$ cat config.mk
export PLATFORM = sky130hd
export DESIGN_NAME = pcc_top
export DESIGN_NICKNAME = d
export VERILOG_FILES = /design/src/rtl/pcc_pkg.sv /design/src/rtl/pcc_decode.sv /design/src/rtl/pcc_prescaler.sv /design/src/rtl/pcc_upcount.sv /design/src/rtl/pcc_top.sv
export SDC_FILE = /design/constraint.sdc
export NUM_CORES = 1
export LEC_CHECK = 0
export BUFFER_PORTS_ARGS = -buffer_cell sky130_fd_sc_hd__buf_4
export CAP_MARGIN = 20
export CORE_AREA = 3 3 128 130
export CTS_CLUSTER_SIZE = 16
export DETAILED_ROUTE_END_ITERATION = 16
export DIE_AREA = 0 0 131 133
export PLACE_DENSITY = 0.54
export SLEW_MARGIN = 20
export SYNTH_ARGS = -nofsm -noshare
export SYNTH_HDL_FRONTEND = slang
export SYNTH_SLANG_ARGS = --single-unit
$ cat constraint.sdc
create_clock -name clk -period 4.17 [get_ports clk]
set_clock_uncertainty 0.1 [all_clocks]
set_input_delay 1.251 -clock clk [delete_from_list [all_inputs] [get_ports clk]]
set_output_delay 1.251 -clock clk [all_outputs]
set_load 0.01 [all_outputs]
$ cat src/rtl/pcc_pkg.sv
package pcc_pkg;

    // Byte offsets of the three counting registers
    localparam int unsigned OFF_COUNT  = 32'h10;
    localparam int unsigned OFF_RELOAD = 32'h20;
    localparam int unsigned OFF_PRESC  = 32'h24;

    typedef enum logic [1:0] {
        SEL_NONE   = 2'd0,
        SEL_COUNT  = 2'd1,
        SEL_RELOAD = 2'd2,
        SEL_PRESC  = 2'd3
    } reg_sel_e;

endpackage

$ cat src/rtl/pcc_decode.sv
module pcc_decode
    import pcc_pkg::*;
#(
    parameter int unsigned ADDR_W = 8
) (
    input  logic [ADDR_W-1:0] addr_i,
    input  logic              we_i,
    output reg_sel_e          sel_o,
    output logic              wr_count_o,
    output logic              wr_reload_o,
    output logic              wr_presc_o
);

    localparam logic [ADDR_W-1:0] A_COUNT  = ADDR_W'(OFF_COUNT);
    localparam logic [ADDR_W-1:0] A_RELOAD = ADDR_W'(OFF_RELOAD);
    localparam logic [ADDR_W-1:0] A_PRESC  = ADDR_W'(OFF_PRESC);

    always_comb begin
        unique case (addr_i)
            A_COUNT:  sel_o = SEL_COUNT;
            A_RELOAD: sel_o = SEL_RELOAD;
            A_PRESC:  sel_o = SEL_PRESC;
            default:  sel_o = SEL_NONE;
        endcase
    end

    assign wr_count_o  = we_i && (sel_o == SEL_COUNT);
    assign wr_reload_o = we_i && (sel_o == SEL_RELOAD);
    assign wr_presc_o  = we_i && (sel_o == SEL_PRESC);

endmodule

$ cat src/rtl/pcc_prescaler.sv
module pcc_prescaler #(
    parameter int unsigned DATA_W = 32
) (
    input  logic              clk,
    input  logic              rst_n,
    input  logic              wr_reload_i,
    input  logic              wr_presc_i,
    input  logic [DATA_W-1:0] wdata_i,
    output logic [DATA_W-1:0] reload_o,
    output logic [DATA_W-1:0] presc_o,
    output logic              tick_o
);

    typedef struct packed {
        logic [DATA_W-1:0] reload;
        logic [DATA_W-1:0] presc;
    } ps_state_t;

    ps_state_t st_d, st_q;
    logic      expired;

    assign expired = (st_q.presc == '0);

    always_comb begin
        st_d = st_q;
        if (wr_reload_i) begin
            st_d.reload = wdata_i;
        end
        if (wr_presc_i) begin
            st_d.presc = wdata_i;
        end else if (expired) begin
            st_d.presc = st_q.reload;
        end else begin
            st_d.presc = st_q.presc - 1'b1;
        end
    end

    always_ff @(posedge clk or negedge rst_n) begin
        if (!rst_n) begin
            st_q <= '0;
        end else begin
            st_q <= st_d;
        end
    end

    // An expiry overridden by a prescaler write does not count
    assign tick_o   = expired && !wr_presc_i;
    assign reload_o = st_q.reload;
    assign presc_o  = st_q.presc;


    reset_zero_ps_chk: assert property (@(posedge clk)
        !rst_n |-> (presc_o == '0 && reload_o == '0));


    step_down_chk: assert property (@(posedge clk) disable iff (!rst_n)
        (!wr_presc_i && presc_o != '0) |=> presc_o == $past(presc_o) - 1'b1);


    reload_on_zero_chk: assert property (@(posedge clk) disable iff (!rst_n)
        (!wr_presc_i && presc_o == '0) |=> presc_o == $past(reload_o));


    presc_write_wins_chk: assert property (@(posedge clk) disable iff (!rst_n)
        wr_presc_i |=> presc_o == $past(wdata_i));


    reload_hold_chk: assert property (@(posedge clk) disable iff (!rst_n)
        !wr_reload_i |=> $stable(reload_o));

endmodule

$ cat src/rtl/pcc_upcount.sv
module pcc_upcount #(
    parameter int unsigned DATA_W = 32
) (
    input  logic              clk,
    input  logic              rst_n,
    input  logic              tick_i,
    input  logic              wr_i,
    input  logic [DATA_W-1:0] wdata_i,
    output logic [DATA_W-1:0] count_o
);

    typedef struct packed {
        logic [DATA_W-1:0] count;
    } uc_state_t;

    uc_state_t st_d, st_q;

    always_comb begin
        st_d = st_q;
        if (wr_i) begin
            st_d.count = wdata_i;
        end else if (tick_i) begin
            st_d.count = st_q.count + 1'b1;   // wraps silently
        end
    end

    always_ff @(posedge clk or negedge rst_n) begin
        if (!rst_n) begin
            st_q <= '0;
        end else begin
            st_q <= st_d;
        end
    end

    assign count_o = st_q.count;


    reset_zero_cnt_chk: assert property (@(posedge clk)
        !rst_n |-> count_o == '0);


    advance_chk: assert property (@(posedge clk) disable iff (!rst_n)
        (tick_i && !wr_i) |=> count_o == $past(count_o) + 1'b1);


    hold_chk: assert property (@(posedge clk) disable iff (!rst_n)
        (!tick_i && !wr_i) |=> $stable(count_o));


    preset_chk: assert property (@(posedge clk) disable iff (!rst_n)
        wr_i |=> count_o == $past(wdata_i));

endmodule

$ cat src/rtl/pcc_top.sv
module pcc_top
    import pcc_pkg::*;
#(
    parameter int unsigned ADDR_W = 8,
    parameter int unsigned DATA_W = 32
) (
    input  logic              clk,
    input  logic              rst_n,
    input  logic [ADDR_W-1:0] reg_addr,
    input  logic              reg_we,
    input  logic [DATA_W-1:0] reg_wdata,
    output logic [DATA_W-1:0] reg_rdata
);

    reg_sel_e          sel;
    logic              wr_count, wr_reload, wr_presc;
    logic              tick;
    logic [DATA_W-1:0] count_v, reload_v, presc_v;

    pcc_decode #(.ADDR_W(ADDR_W)) i_decode (
        .addr_i      (reg_addr),
        .we_i        (reg_we),
        .sel_o       (sel),
        .wr_count_o  (wr_count),
        .wr_reload_o (wr_reload),
        .wr_presc_o  (wr_presc)
    );

    pcc_prescaler #(.DATA_W(DATA_W)) i_prescaler (
        .clk         (clk),
        .rst_n       (rst_n),
        .wr_reload_i (wr_reload),
        .wr_presc_i  (wr_presc),
        .wdata_i     (reg_wdata),
        .reload_o    (reload_v),
        .presc_o     (presc_v),
        .tick_o      (tick)
    );

    pcc_upcount #(.DATA_W(DATA_W)) i_upcount (
        .clk     (clk),
        .rst_n   (rst_n),
        .tick_i  (tick),
        .wr_i    (wr_count),
        .wdata_i (reg_wdata),
        .count_o (count_v)
    );

    always_comb begin
        unique case (sel)
            SEL_COUNT:  reg_rdata = count_v;
            SEL_RELOAD: reg_rdata = reload_v;
            SEL_PRESC:  reg_rdata = presc_v;
            default:    reg_rdata = '0;
        endcase
    end


    single_target_chk: assert property (@(posedge clk) disable iff (!rst_n)
        $onehot0({wr_count, wr_reload, wr_presc}));


    unmapped_read_chk: assert property (@(posedge clk) disable iff (!rst_n)
        (sel == SEL_NONE) |-> reg_rdata == '0);


    no_tick_on_presc_write_chk: assert property (@(posedge clk) disable iff (!rst_n)
        (wr_presc && !wr_count) |=> $stable(count_v));

endmodule

==> results of run 1 <==
worst max-delay path: stages:
cell and delay [ns]:
buf_4 0.12, buf_4 0.13, and3b_1 0.20, o211a_1 0.22, buf_4 0.16, buf_4 0.20
mux2i_1 0.13, o21ai_0 0.19, buf_4 0.16
metal layers:
metal  up-vias  share of wire (%)  global-route usage [%]
met5         -                  0                       0
met3        34                5.4                   3.714
li1       2696                  -                       -
met2       195                 47                   35.84
met1      2779                 45                   32.00
met4         0                2.8                   8.400
kinds of logic (layout without fill, tap and decap cells):
logic type	Yosys count	count (layout)	share of synthesized area (%)
buffers and inverters	69	144	4.576
AOI/OAI and AO/OA	161	161	17.42
and+or+nand+nor	264	264	22.90
DFF	96	96	39.58
adders and majority gates	3	3	0.6185
xor gates and xnor gates	21	21	3.030
muxes	68	68	11.87
power groups by stage:
stage / Combinational [uW] / Clock [uW] / Sequential, uW
after detailed placement: 401 / 0 / 1150
after global placement: 390 / 0 / 1140
after global routing: 454 / 905 / 1150
after floorplan: 265 / 0 / 1090
final: 404 / 857 / 1140
after CTS: 404 / 880 / 1130
cell usage in the layout (no fill, tap or decap), types with 11 or more instances in the layout:
cell type and n:
o31ai_1 31, o21ai_0 44, xnor2_1 13, dfrtp_1 96, o2bb2ai_1 11, a21oi_1 15
nand2_1 62, mux2_2 32, buf_4 106, a31oi_1 33, or4_1 29, nor2_1 58
nor4_1 16, nor3_1 17, nand3_1 25, nand4_1 14, mux2i_1 36, inv_1 17
cell type report:
type	count	area [um2]
Fill cell	1507	7928
Timing Repair Buffer	111	887.1
Sequential cell	96	2402
Clock buffer	13	260.3
Inverter	17	63.81
Tap cell	211	264.0
Multi-Input combinational cell	517	3413
Clock inverter	3	40.04
final timing paths:
path	startpoint	to	slack, ns	depth (start not counted)
setup / recovery	reg_addr[2]	reg_rdata[29]	0.06	9
max in group asynchronous	rst_n	i_prescaler.presc_o[15]$_DFF_PN0_	2.46	2
min in group asynchronous	rst_n	i_upcount.count_o[25]$_DFFE_PN0P_	0.81	1
hold / removal	i_prescaler.reload_o[22]$_DFFE_PN0P_	i_prescaler.reload_o[22]$_DFFE_PN0P_	0.44	1
setup reg to reg	i_prescaler.presc_o[20]$_DFF_PN0_	i_upcount.count_o[19]$_DFFE_PN0P_	0.77	6
hold reg to reg	i_prescaler.reload_o[22]$_DFFE_PN0P_	i_prescaler.reload_o[22]$_DFFE_PN0P_	0.44	1
registers in the layout, summed over array words and instances (netlist names):
register              flops
i_prescaler.reload_o     32
i_prescaler.presc_o      32
i_upcount.count_o        32
stage by stage:
step	setup slack (ns)	util [%]
2_1_floorplan	0.02882	-
3_3_place_gp	-0.2983	45.98
3_5_place_dp	-0.2455	45.98
4_1_cts	0.02940	47.96
5_1_grt	0.003626	48.04
6_report	0.06449	48.04
timing repair:
action,CTS,global route
gates resized for setup,2,4
cloned,0,0
setup buffers,0,0
endpoints found under the setup margin,10,9
pin swaps,0,1
==> impl_metrics.tcl, run 1 <==
set metrics [dict create \
    finalHoldWorstSlack_ns 0.4373 \
    vdd_drop_max_v 0.0002437 \
    path_clk_slew_ns 0.07 \
    grt_max_degree 76 \
    clkPwrFrac_pct 35.7 \
    cts_buffer_depth 2 \
    drive_gt1_share_pct 22.72 \
    die-width_um 131 \
    grt_pass1_wl_mm 31.30 \
    core.rowCount 45 \
    synthesis.area_um2 6070 \
    syn_inst 682 \
    ys_warn_count 0 \
    start_util_pct 39.78 \
    min_period_ns 4.106 \
    p_per_area_nw_per_um2 327.1 \
    fin_tns_setup_ns 0 \
    die-area_um2 17420 \
    dr.pass1.iters 5 \
    drtAntennaViolNets 0 \
    io_pins 75 \
    grtUsageTotal_pct 22.99 \
    cts_sinks 96 \
    fin_cells 968 \
    post_dp_cell_area_um2 7015 \
    yosysTopAreaCell "dfrtp_1" \
    dr.first_iter.drc_count 560 \
    fmax_mhz 243.6 \
    antenna_found_initial 0 \
    slew_viol_final 0 \
    clk_latency_ns 0.35 \
    cp_max_fo 9 \
    ys_ff_latch 96 \
    p_total_uw 2398 \
    p_comb_share_pct 16.9 \
    avgSynthCellArea_um2 8.900 \
    cts_buffers 9 \
    seqPwrFrac_pct 47.4 \
    synth_cell_type_count 50 \
    finalSetupViolations 0 \
    ys.flop_type "dfrtp_1" \
    routed_wl_mm 19.56 \
    grt.overflow.total 0 \
    dp.cells 952 \
    async_reset_ff_share_pct 100.0 \
    nets 798 \
    outcome "complete, no violations" \
    grt_pass1_vias 5666 \
    internal_power_uw 1689 \
    hold_buffers 0 \
    final_cell_area_um2 7331 \
    dpl.hpwl_mm 13.87 \
    cp-start-kind "input pin" \
    hold_violations 0 \
    ys_top_cells_by_area "dfrtp_1, mux2i_1, mux2_2" \
    required_ns 2.82 \
    cap_violations 0 \
    grt_setup_unrepaired "no" \
    crit_arrival_ns 2.75 \
    maxSlewHeadroom_pct 35.61 \
    hp-class "reg2reg" \
    period_share_pct 98.45 \
    worstSetupPathType "in2out" \
    cp-end-kind "output port" \
    areaGrowthSynthToFinish_pct 20.78 \
    drc 0 \
    netSwitchingPower_uw 708.8 \
    detail_route.wl_per_cell_um 20.20 \
    yosys-top-cells-count "dfrtp_1, nand2_1, nor2_1" \
    diodes 0 \
    viasPerCell 5.893 \
    synth-seq-area-share_pct 39.58 \
    core_um2 15260 \
    p_leak_uw 0.002901 \
    synth_top_cell_area_share_pct 39.58 \
    synth_nets 728 \
    cts_root_buffer "clkbuf_16" \
    synthMostInstantiatedCell "dfrtp_1" \
    vias 5704 \
    gp_congestion 0.9000 \
    cts_tree "done" \
    synth_edf_count 0 \
    cts_max_level 3 \
    tightest_slew_ns 0.9570 \
    die_height_um 133 \
    p_sw_share_pct 29.57 \
    numPortBuffers 74 \
]
Power figures use the tool's default switching activity.
==> inputs of run 2 (changes only) <==
--- a/config.mk
+++ b/config.mk
@@ -7,10 +7,10 @@
 export LEC_CHECK = 0
 export BUFFER_PORTS_ARGS = -buffer_cell sky130_fd_sc_hd__buf_4
 export CAP_MARGIN = 20
-export CORE_AREA = 3 3 128 130
+export CORE_AREA = 2 2 127 129
 export CTS_CLUSTER_SIZE = 16
 export DETAILED_ROUTE_END_ITERATION = 16
-export DIE_AREA = 0 0 131 133
+export DIE_AREA = 0 0 129 131
 export PLACE_DENSITY = 0.54
 export SLEW_MARGIN = 20
 export SYNTH_ARGS = -nofsm -noshare
==> run 2 against run 1 <==
Core utilization is 0.52 points lower; count of clock-buffer cells in the layout is the same; global-route usage rose by 0.60 points; flip-flop and latch count stayed put; sequential power about the same.
==> impl_metrics.tcl, run 2 (same netlist as run 1, synthesis figures left out) <==
set metrics [dict create \
    clkPwrFrac_pct 36.2 \
    vias 5784 \
    outcome "complete, no violations" \
    grtUsageTotal_pct 23.59 \
    min_period_ns 4.146 \
    viasPerCell 5.938 \
    crit_path_frequent_cell "buf_4" \
    die-width_um 129 \
    start_util_pct 38.91 \
    p_total_uw 2418 \
    worst_r2r_path_depth 5 \
    required_ns 2.82 \
    layout.cells.most_common "buf_4" \
    p_sw_share_pct 29.52 \
    cts_buffers 9 \
    drive_gt1_share_pct 23.48 \
    tightest_slew_ns 1.017 \
    p_per_area_nw_per_um2 326.2 \
    crit_arrival_ns 2.80 \
    worstSetupPathType "in2out" \
    hold_violations 0 \
    finalHoldWorstSlack_ns 0.4372 \
    slew_viol_final 0 \
    cts_buffer_depth 2 \
    r2r_slack_ns 0.81 \
    gp_congestion 0.9301 \
    nets 800 \
    maxSlewHeadroom_pct 32.08 \
    drtAntennaViolNets 0 \
    final_cell_mix "buf_4, dfrtp_1, nand2_1, nor2_1, o21ai_0" \
    dp_slack_ns -0.2814 \
    cts_sinks 96 \
    cap_violations 0 \
    post_dp_cell_area_um2 7017 \
    regArea_um2 2402 \
    cts_tree "done" \
    vdd_drop_max_v 0.0002501 \
    grt_pass1_wl_mm 30.59 \
    detail_route.wl_per_cell_um 20.29 \
    grt_setup_unrepaired "yes" \
    final_cell_area_um2 7412 \
    fillers 1487 \
    fmax_mhz 241.2 \
    cts_root_buffer "clkbuf_16" \
    die_height_um 131 \
    cts_max_level 3 \
    seqPwrFrac_pct 47.0 \
    grt_pass1_vias 5533 \
    dr.pass1.iters 6 \
    min_path_cells 1 \
    internal_power_uw 1704 \
    finalWorstSetupSlack_ns 0.02398 \
    dr.first_iter.drc_count 531 \
    antenna_found_initial 0 \
    cp_max_fo 12 \
    core_um2 15600 \
    cp-end-kind "output port" \
    drc 0 \
    grt.overflow.total 0 \
    io_pins 75 \
    diodes 0 \
    multiInputGateArea_um2 3437 \
    period_share_pct 99.42 \
    grt_max_degree 75 \
    p_leak_uw 0.002923 \
    numPortBuffers 74 \
    crit_path_cell_trace "buf_4, buf_6, and3b_1, o211a_4, buf_6, buf_4, mux2i_1, o21ai_0, buf_4" \
    p_comb_share_pct 16.8 \
    dpl.hpwl_mm 13.87 \
    hp-class "reg2reg" \
    finalSetupViolations 0 \
    routed_wl_mm 19.76 \
    cp-start-kind "input pin" \
    clk_latency_ns 0.35 \
    netSwitchingPower_uw 713.7 \
    max_stage_delay_ns 0.27 \
    core.rowCount 46 \
    path_clk_slew_ns 0.06 \
    die-area_um2 16900 \
    areaGrowthSynthToFinish_pct 22.12 \
    critPathSlowestCell "o211a_4" \
]
-- run 2: path summary, 6_finish.rpt --
kind                                                         to                                start
max                                               reg_rdata[17]                          reg_addr[2]
min                         i_prescaler.reload_o[7]$_DFFE_PN0P_  i_prescaler.reload_o[7]$_DFFE_PN0P_
max reg2reg                   i_upcount.count_o[14]$_DFFE_PN0P_    i_prescaler.presc_o[20]$_DFF_PN0_
min reg2reg                 i_prescaler.reload_o[7]$_DFFE_PN0P_  i_prescaler.reload_o[7]$_DFFE_PN0P_
max in group asynchronous      i_upcount.count_o[3]$_DFFE_PN0P_                                rst_n
min in group asynchronous  i_prescaler.reload_o[19]$_DFFE_PN0P_                                rst_n
-- run 2: layout make-up --
| cell class | instances | share of cell area, % |
|---|---|---|
| multi-input cells | 517 | 46.37 |
| flip-flops and latches | 96 | 32.41 |
| repair buffers | 113 | 12.56 |
| clock buffers | 13 | 3.646 |
| well taps | 216 | 3.646 |
| inverters | 17 | 0.8609 |
| clock inverters | 2 | 0.5064 |
-- run 2: metrics by stage --
step / setup TNS [ns] / instances / util (%)
finish: 0 / 974 / 47.52
global route: -0.01754 / 974 / 47.52
CTS: 0 / 973 / 47.00
detailed placement: -2.371 / 958 / 44.99
global placement: -2.421 / 958 / 44.99
floorplan: 0 / 682 / -
-- run 2: per-layer routing --
layer	up-vias	global-route usage, %	part of all wire (%)
met4	0	6.138	1.5
met2	164	38.16	47
met3	25	4.357	4.4
li1	2709	-	-
met5	-	0	0
met1	2886	32.75	47
-- run 2: power by group through the flow --
stage | logic, uW | registers (uW) | clock network (uW)
finish | 406 | 1140 | 876
global route | 450 | 1150 | 933
CTS | 402 | 1130 | 894
detailed placement | 397 | 1150 | 0
global placement | 392 | 1140 | 0
floorplan | 265 | 1090 | 0
-- run 2: worst max-delay path: cells and delay by family --
kind,cells,cell delay (ns)
and+or+nand+nor,1,0.18
muxes,1,0.15
buffers and inverters,5,0.71
AOI/OAI and AO/OA,2,0.48
-- run 2: what timing repair did --
item	in CTS	in global routing
cloned	0	1
endpoints found under the setup margin	12	21
hold endpoints to repair	0	0
setup buffers	0	0
resized for setup	5	18
hold buffers	0	0
pin swaps	0	3
